[src/rtl/irq_seq_pkg.sv]
package irq_seq_pkg;

  // One state per instruction cycle of the vectoring sequence.
  typedef enum logic [2:0] {
    SEQ_IDLE   = 3'd0,
    SEQ_FINISH = 3'd1,
    SEQ_DUMMY1 = 3'd2,
    SEQ_DUMMY2 = 3'd3,
    SEQ_VECT   = 3'd4,
    SEQ_FOLLOW = 3'd5
  } seq_state_t;

  localparam int unsigned DEF_ADDR_W      = 13;
  localparam int unsigned DEF_VEC_ADDR    = 4;
  localparam int unsigned DEF_SYNC_STAGES = 2;

endpackage

[src/rtl/pin_edge_sync.sv]
module pin_edge_sync #(
  parameter int unsigned STAGES = 2
) (
  input  logic clk,
  input  logic rst_n,
  input  logic pin_i,
  input  logic gate_i,
  output logic fall_o
);

  // STAGES synchronizer flops followed by one history flop.
  localparam int unsigned CHAIN_LEN = STAGES + 1;

  logic [CHAIN_LEN-1:0] chain_q;
  logic [CHAIN_LEN-1:0] chain_d;

  always_comb begin
    chain_d[0] = pin_i;
  end

  generate
    for (genvar g = 1; g < CHAIN_LEN; g++) begin : g_shift
      always_comb begin
        chain_d[g] = chain_q[g-1];
      end
    end
  endgenerate

  always_ff @(posedge clk or negedge rst_n) begin
    if (!rst_n) begin
      chain_q <= '0;
    end else begin
      chain_q <= chain_d;
    end
  end

  // Old value high, newest synchronized value low: a falling edge.
  always_comb begin
    fall_o = gate_i & chain_q[CHAIN_LEN-1] & ~chain_q[CHAIN_LEN-2];
  end

endmodule

[src/rtl/irq_flag_regs.sv]
module irq_flag_regs (
  input  logic clk,
  input  logic rst_n,
  input  logic fall_i,
  input  logic clr_i,
  input  logic en_we_i,
  input  logic en_wd_i,
  input  logic gie_we_i,
  input  logic gie_wd_i,
  input  logic take_i,
  output logic flag_o,
  output logic en_o,
  output logic gie_o
);

  logic flag_q, flag_d, flag_ce;
  logic en_q,   en_d,   en_ce;
  logic gie_q,  gie_d,  gie_ce;

  always_comb begin
    // A new edge overrides a clear arriving in the same clock.
    flag_ce = fall_i | clr_i;
    flag_d  = fall_i | (flag_q & ~clr_i);

    en_ce   = en_we_i;
    en_d    = en_wd_i;

    // Hardware clear on interrupt entry beats a software write.
    gie_ce  = take_i | gie_we_i;
    gie_d   = take_i ? 1'b0 : gie_wd_i;
  end

  always_ff @(posedge clk or negedge rst_n) begin
    if (!rst_n) begin
      flag_q <= 1'b0;
      en_q   <= 1'b0;
      gie_q  <= 1'b0;
    end else begin
      if (flag_ce) flag_q <= flag_d;
      if (en_ce)   en_q   <= en_d;
      if (gie_ce)  gie_q  <= gie_d;
    end
  end

  assign flag_o = flag_q;
  assign en_o   = en_q;
  assign gie_o  = gie_q;

endmodule

[src/rtl/irq_vector_fsm.sv]
module irq_vector_fsm
  import irq_seq_pkg::*;
#(
  parameter int unsigned ADDR_W   = DEF_ADDR_W,
  parameter int unsigned VEC_ADDR = DEF_VEC_ADDR
) (
  input  logic              clk,
  input  logic              rst_n,
  input  logic              q1_i,
  input  logic              sleep_i,
  input  logic              flag_i,
  input  logic              en_i,
  input  logic              gie_i,
  input  logic              two_word_i,
  input  logic [ADDR_W-1:0] pc_i,
  output logic              take_o,
  output logic              wake_o,
  output logic              dummy_o,
  output logic              vec_fetch_o,
  output logic [ADDR_W-1:0] fetch_addr_o,
  output logic              push_o,
  output logic [ADDR_W-1:0] ret_addr_o
);

  localparam logic [ADDR_W-1:0] VEC0 = ADDR_W'(VEC_ADDR);
  localparam logic [ADDR_W-1:0] VEC1 = ADDR_W'(VEC_ADDR + 1);

  seq_state_t        state_q, state_d;
  logic              wake_q, wake_d;
  logic [ADDR_W-1:0] ret_q, ret_d;
  logic              pending;
  logic              take;

  // Next-state logic; everything steps only on the Q1 strobe.
  always_comb begin
    pending = flag_i & en_i;
    take    = q1_i & (state_q == SEQ_IDLE) & ~sleep_i & pending & gie_i;
    wake_d  = sleep_i & pending;
    ret_d   = pc_i + (two_word_i ? ADDR_W'(2) : ADDR_W'(1));

    state_d = state_q;
    unique case (state_q)
      SEQ_IDLE:   if (take) state_d = SEQ_FINISH;
      SEQ_FINISH: state_d = SEQ_DUMMY1;
      SEQ_DUMMY1: state_d = SEQ_DUMMY2;
      SEQ_DUMMY2: state_d = SEQ_VECT;
      SEQ_VECT:   state_d = SEQ_FOLLOW;
      SEQ_FOLLOW: state_d = SEQ_IDLE;
      default:    state_d = SEQ_IDLE;
    endcase
  end

  always_ff @(posedge clk or negedge rst_n) begin
    if (!rst_n) begin
      state_q <= SEQ_IDLE;
      wake_q  <= 1'b0;
      ret_q   <= '0;
    end else begin
      if (q1_i) state_q <= state_d;
      if (q1_i) wake_q  <= wake_d;
      if (take) ret_q   <= ret_d;
    end
  end

  // Outputs decoded from the state register.
  always_comb begin
    dummy_o      = (state_q == SEQ_DUMMY1) | (state_q == SEQ_DUMMY2);
    push_o       = (state_q == SEQ_DUMMY1);
    vec_fetch_o  = (state_q == SEQ_VECT) | (state_q == SEQ_FOLLOW);
    fetch_addr_o = (state_q == SEQ_VECT)   ? VEC0 :
                   (state_q == SEQ_FOLLOW) ? VEC1 : '0;
  end

  assign take_o     = take;
  assign wake_o     = wake_q;
  assign ret_addr_o = ret_q;

endmodule

[src/rtl/pin_irq_seq.sv]
module pin_irq_seq
  import irq_seq_pkg::*;
#(
  parameter int unsigned ADDR_W      = DEF_ADDR_W,
  parameter int unsigned VEC_ADDR    = DEF_VEC_ADDR,
  parameter int unsigned SYNC_STAGES = DEF_SYNC_STAGES
) (
  input  logic              clk,
  input  logic              rst_n,
  input  logic              pin_i,
  input  logic              osc_int_mode_i,
  input  logic              phase_q1_i,
  input  logic              flag_clr_i,
  input  logic              src_en_we_i,
  input  logic              src_en_wd_i,
  input  logic              gie_we_i,
  input  logic              gie_wd_i,
  input  logic              sleep_i,
  input  logic              two_word_i,
  input  logic [ADDR_W-1:0] pc_i,
  output logic              wake_o,
  output logic              dummy_o,
  output logic              vec_fetch_o,
  output logic [ADDR_W-1:0] fetch_addr_o,
  output logic              push_o,
  output logic [ADDR_W-1:0] ret_addr_o,
  output logic              flag_o,
  output logic              src_en_o,
  output logic              gie_o
);

  logic fall;
  logic take;

  pin_edge_sync #(
    .STAGES (SYNC_STAGES)
  ) i_sync (
    .clk    (clk),
    .rst_n  (rst_n),
    .pin_i  (pin_i),
    .gate_i (osc_int_mode_i),
    .fall_o (fall)
  );

  irq_flag_regs i_regs (
    .clk      (clk),
    .rst_n    (rst_n),
    .fall_i   (fall),
    .clr_i    (flag_clr_i),
    .en_we_i  (src_en_we_i),
    .en_wd_i  (src_en_wd_i),
    .gie_we_i (gie_we_i),
    .gie_wd_i (gie_wd_i),
    .take_i   (take),
    .flag_o   (flag_o),
    .en_o     (src_en_o),
    .gie_o    (gie_o)
  );

  irq_vector_fsm #(
    .ADDR_W   (ADDR_W),
    .VEC_ADDR (VEC_ADDR)
  ) i_fsm (
    .clk          (clk),
    .rst_n        (rst_n),
    .q1_i         (phase_q1_i),
    .sleep_i      (sleep_i),
    .flag_i       (flag_o),
    .en_i         (src_en_o),
    .gie_i        (gie_o),
    .two_word_i   (two_word_i),
    .pc_i         (pc_i),
    .take_o       (take),
    .wake_o       (wake_o),
    .dummy_o      (dummy_o),
    .vec_fetch_o  (vec_fetch_o),
    .fetch_addr_o (fetch_addr_o),
    .push_o       (push_o),
    .ret_addr_o   (ret_addr_o)
  );

endmodule

[config.mk]
export PLATFORM = sky130hd
export DESIGN_NAME = pin_irq_seq
export DESIGN_NICKNAME = d
export VERILOG_FILES = /design/src/rtl/irq_seq_pkg.sv /design/src/rtl/pin_edge_sync.sv /design/src/rtl/irq_flag_regs.sv /design/src/rtl/irq_vector_fsm.sv /design/src/rtl/pin_irq_seq.sv
export SDC_FILE = /design/constraint.sdc
export NUM_CORES = 1
export LEC_CHECK = 0
export ABC_AREA = 1
export BUFFER_PORTS_ARGS = -buffer_cell sky130_fd_sc_hd__buf_2
export CAP_MARGIN = 20
export CORE_MARGIN = 3
export CORE_UTILIZATION = 43
export DETAILED_ROUTE_END_ITERATION = 10
export PLACE_DENSITY_LB_ADDON = 0.2
export SYNTH_ARGS = -nofsm -noshare
export SYNTH_HDL_FRONTEND = slang
export SYNTH_HIERARCHICAL = 1
export SYNTH_SLANG_ARGS = --single-unit
[constraint.sdc]
create_clock -name clk -period 1.14 [get_ports clk]
set_input_delay 0.057 -clock clk [delete_from_list [all_inputs] [get_ports clk]]
set_output_delay 0.057 -clock clk [all_outputs]
set_load 0.02 [all_outputs]
==> results.py <==
metrics = {
    "outcome": {
        "status": "complete, but fails checks",
        "violations": "setup timing",
    },
    "route": {
        "dr.first_iter.drc_count": 88,
        "totalWireLength_mm": 3.223,
        "drc_errors": 0,
        "vias_per_cell": 4.498,
        "first_pass_iters": 4,
        "ant_nets": 0,
        "vias": 1318,
        "wl_per_cell_um": 11.00,
    },
    "yosys": {
        "synth_xor_area_frac": 0.02545,
        "muxShareOfSynthArea": 0,
        "avgSynthCellArea_um2": 7.820,
        "synth.distinct_cells": 25,
        "synth_top_family_by_area": "simple AND/OR/NAND/NOR gates",
        "synthAdderAreaFrac": 0.03273,
        "syn-cell-area_um2": 1376,
        "synth-compound-area-share": 0.04909,
        "ys_warn_count": 6,
        "synth_edf_count": 0,
        "synthTopCellsByArea": "dfrtp_1 (42%), nand2_1 (16%), buf_4 (6.5%)",
        "synth-seq-cells": 23,
        "synthSimpleGateAreaFrac": 0.3309,
        "synth_ff_type": "dfrtp_1",
        "synth_most_common_cell": "nand2_1",
        "netlist.area_leader.share": 0.4182,
        "synthArstFlopShare": 1.000,
        "syn_inst": 176,
        "yosys.area.top_type": "dfrtp_1",
        "seq_area_frac_synth": 0.4182,
        "synth_common_cells": "nand2_1 (57), dfrtp_1 (23), inv_1 (17)",
    },
    "setup_path": {
        "path_max_fanout": 5,
        "cp_cell_sequence": "buf_4 -> nor3_4 -> buf_6",
        "worst_setup_path_start_kind": "flip-flop",
        "cpMaxStageDelayCell": "dfrtp_1",
        "cpPeakStageDelay_ps": 410,
        "cp-end-kind": "output pin",
        "critPathArrivalTime_ps": 1210,
        "path_class": "flip-flop to output pin",
        "ff2ff_setup_slack_ps": -130,
        "path_delay_family": "flip-flops",
        "cp.required_ps": 1080,
        "worst-path-buf-inv": 2,
    },
    "timing": {
        "timing.slew.headroom": 0.6598,
        "skew_ps": 5.065,
        "worstMarginPinSlew_ps": 510.3,
        "finalCritPeriodShare": 1.113,
        "final_hold_viol_count": 0,
        "min_period_ps": 1269,
        "clock.fmax_ghz": 0.7879,
        "final.setup.worst_slack_ps": -129.2,
        "rsz0062_at_grt": "true",
        "fin_setup_tns_ps": -1722,
        "drv_slew": 0,
        "hold-worst-slack_ps": 36.39,
        "setup_viol": 22,
    },
    "layout": {
        "fin_nets": 280,
        "fill_cells": 269,
        "stdcell_count": 293,
        "drive_above_1_share": 0.4223,
        "antenna_cells": 0,
        "area_growth_pct": 45.36,
    },
    "hold_path": {
        "hold_class": "primary input to flip-flop",
    },
    "clock_tree": {
        "cts.sinks": 23,
        "cts.clk_slew.worst_paths_ps": 130,
        "clk_latency_ps": 310,
        "cts_made_buffers": 3,
        "clockBufferDepth": 2,
        "cts_tree": "yes",
        "clockRootBuffer": "clkbuf_4",
        "htreeDepth": 1,
    },
    "place": {
        "place_congestion": 0.8299,
        "portBuffers": 46,
        "dp_slack_ps": -222.6,
        "dp_hpwl_mm": 2.229,
        "dp.cells": 275,
    },
    "floorplanning": {
        "ioPinCount": 58,
        "fp.dieW_um": 62.58,
        "fp.dieH_um": 62.58,
        "row_count": 19,
        "start_util": 0.4745,
        "core_area_um2": 2900,
        "die-area_um2": 3916,
    },
    "grt": {
        "grtUsageTotal": 0.1549,
        "grt_pass1_wl_mm": 4.995,
        "grt_max_degree": 24,
        "antenna_found_initial": 0,
        "overflow": 0,
        "grt_pass1_vias": 1146,
    },
    "run": {
        "maxCapViolations": 0,
    },
    "power_and_ir_drop": {
        "peakVddDrop_mv": 0.9398,
        "leakage_uw": 0.001084,
        "power-per-cell-area_nw_per_um2": 1454,
    },
}
[layout make-up]
type                    instances  area, um2  share of cell area
flip-flops and latches         23      578.1              0.2889
well taps                      42      52.55             0.02627
multi-input cells             129      737.0              0.3684
inverters                      20      90.09             0.04503
repair buffers                 74      510.5              0.2552
clock buffers                   4      26.28             0.01313
repair inverters                1      6.256            0.003127
[what timing repair did]
action | CTS | global route
endpoints found under the setup margin | 19 | 22
hold endpoints to repair | 28 | 0
setup buffers | 2 | 3
hold buffers | 8 | 0
gates cloned | 0 | 1
pin swaps | 9 | 5
resized for setup | 20 | 25
[through the flow]
stage | util | area (um2) | total power [uW]
finish | 0.6898 | 2001 | 2909
global route | 0.6898 | 2001 | 3107
CTS | 0.6553 | 1901 | 2753
detailed placement | 0.5940 | 1723 | 2223
global placement | 0.5940 | 1723 | 2213
floorplan | - | 1444 | 1788
[where the power goes]
| part | internal [uW] | total [uW] | switching (uW) | leakage (uW) |
|---|---|---|---|---|
| clock network | 137 | 384 | 248 | 0.0000150 |
| logic | 648 | 1470 | 827 | 0.000770 |
| registers | 968 | 1050 | 82.5 | 0.000300 |
[worst min-delay path, cell delays in order]
cell and delay (ps):
buf_2 110, xor2_1 70, nand2_1 50, nand2_1 40
[state kept, by name (all words and copies together) (netlist names)]
register	count
i_fsm/ret_addr_o	13
i_fsm/state_q	3
i_fsm/wake_o	1
i_regs/en_o	1
i_regs/flag_o	1
i_regs/gie_o	1
i_sync/chain_q	3
[worst paths after layout]
kind | start | to | depth (start not counted)
max | i_fsm/state_q[1] | fetch_addr_o[0] | 3
min | pc_i[3] | i_fsm/ret_addr_o[3] | 4
max reg2reg | i_fsm/state_q[2] | i_regs/gie_o | 9
min reg2reg | i_sync/chain_q[0] | i_sync/chain_q[1] | 0
max in group asynchronous | rst_n | i_regs/en_o | 2
min in group asynchronous | rst_n | i_fsm/ret_addr_o[1] | 2
[per-layer routing]
metal,part of all wire,up-vias,track usage
met5,0,-,0
met4,0.0040,0,0.04132
met3,0.050,2,0.02698
met2,0.51,34,0.2690
met1,0.44,598,0.1977
li1,-,684,-
[cells by family after synthesis]
kind of cell | count (synthesis)
AO/OA/AOI/OAI | 12
XOR/XNOR | 4
adder cells (fa/ha/maj) | 3
buffers and inverters | 34
flip-flops | 23
other | 1
AND/OR/NAND/NOR | 99
[placed cells by master (no fill, tap or decap), drive strengths merged]
cell         instances
buf                 66
nand2               60
dfrtp               23
inv                 21
nand3               17
nor2                14
conb                11
o21ai                9
dlygate4sd3          8
nand4                6
clkbuf               4
xor2                 3
a21o                 2
nor3                 2
ha                   2
xnor2                1
fa                   1
o21bai               1
Power figures use the tool's default switching activity.
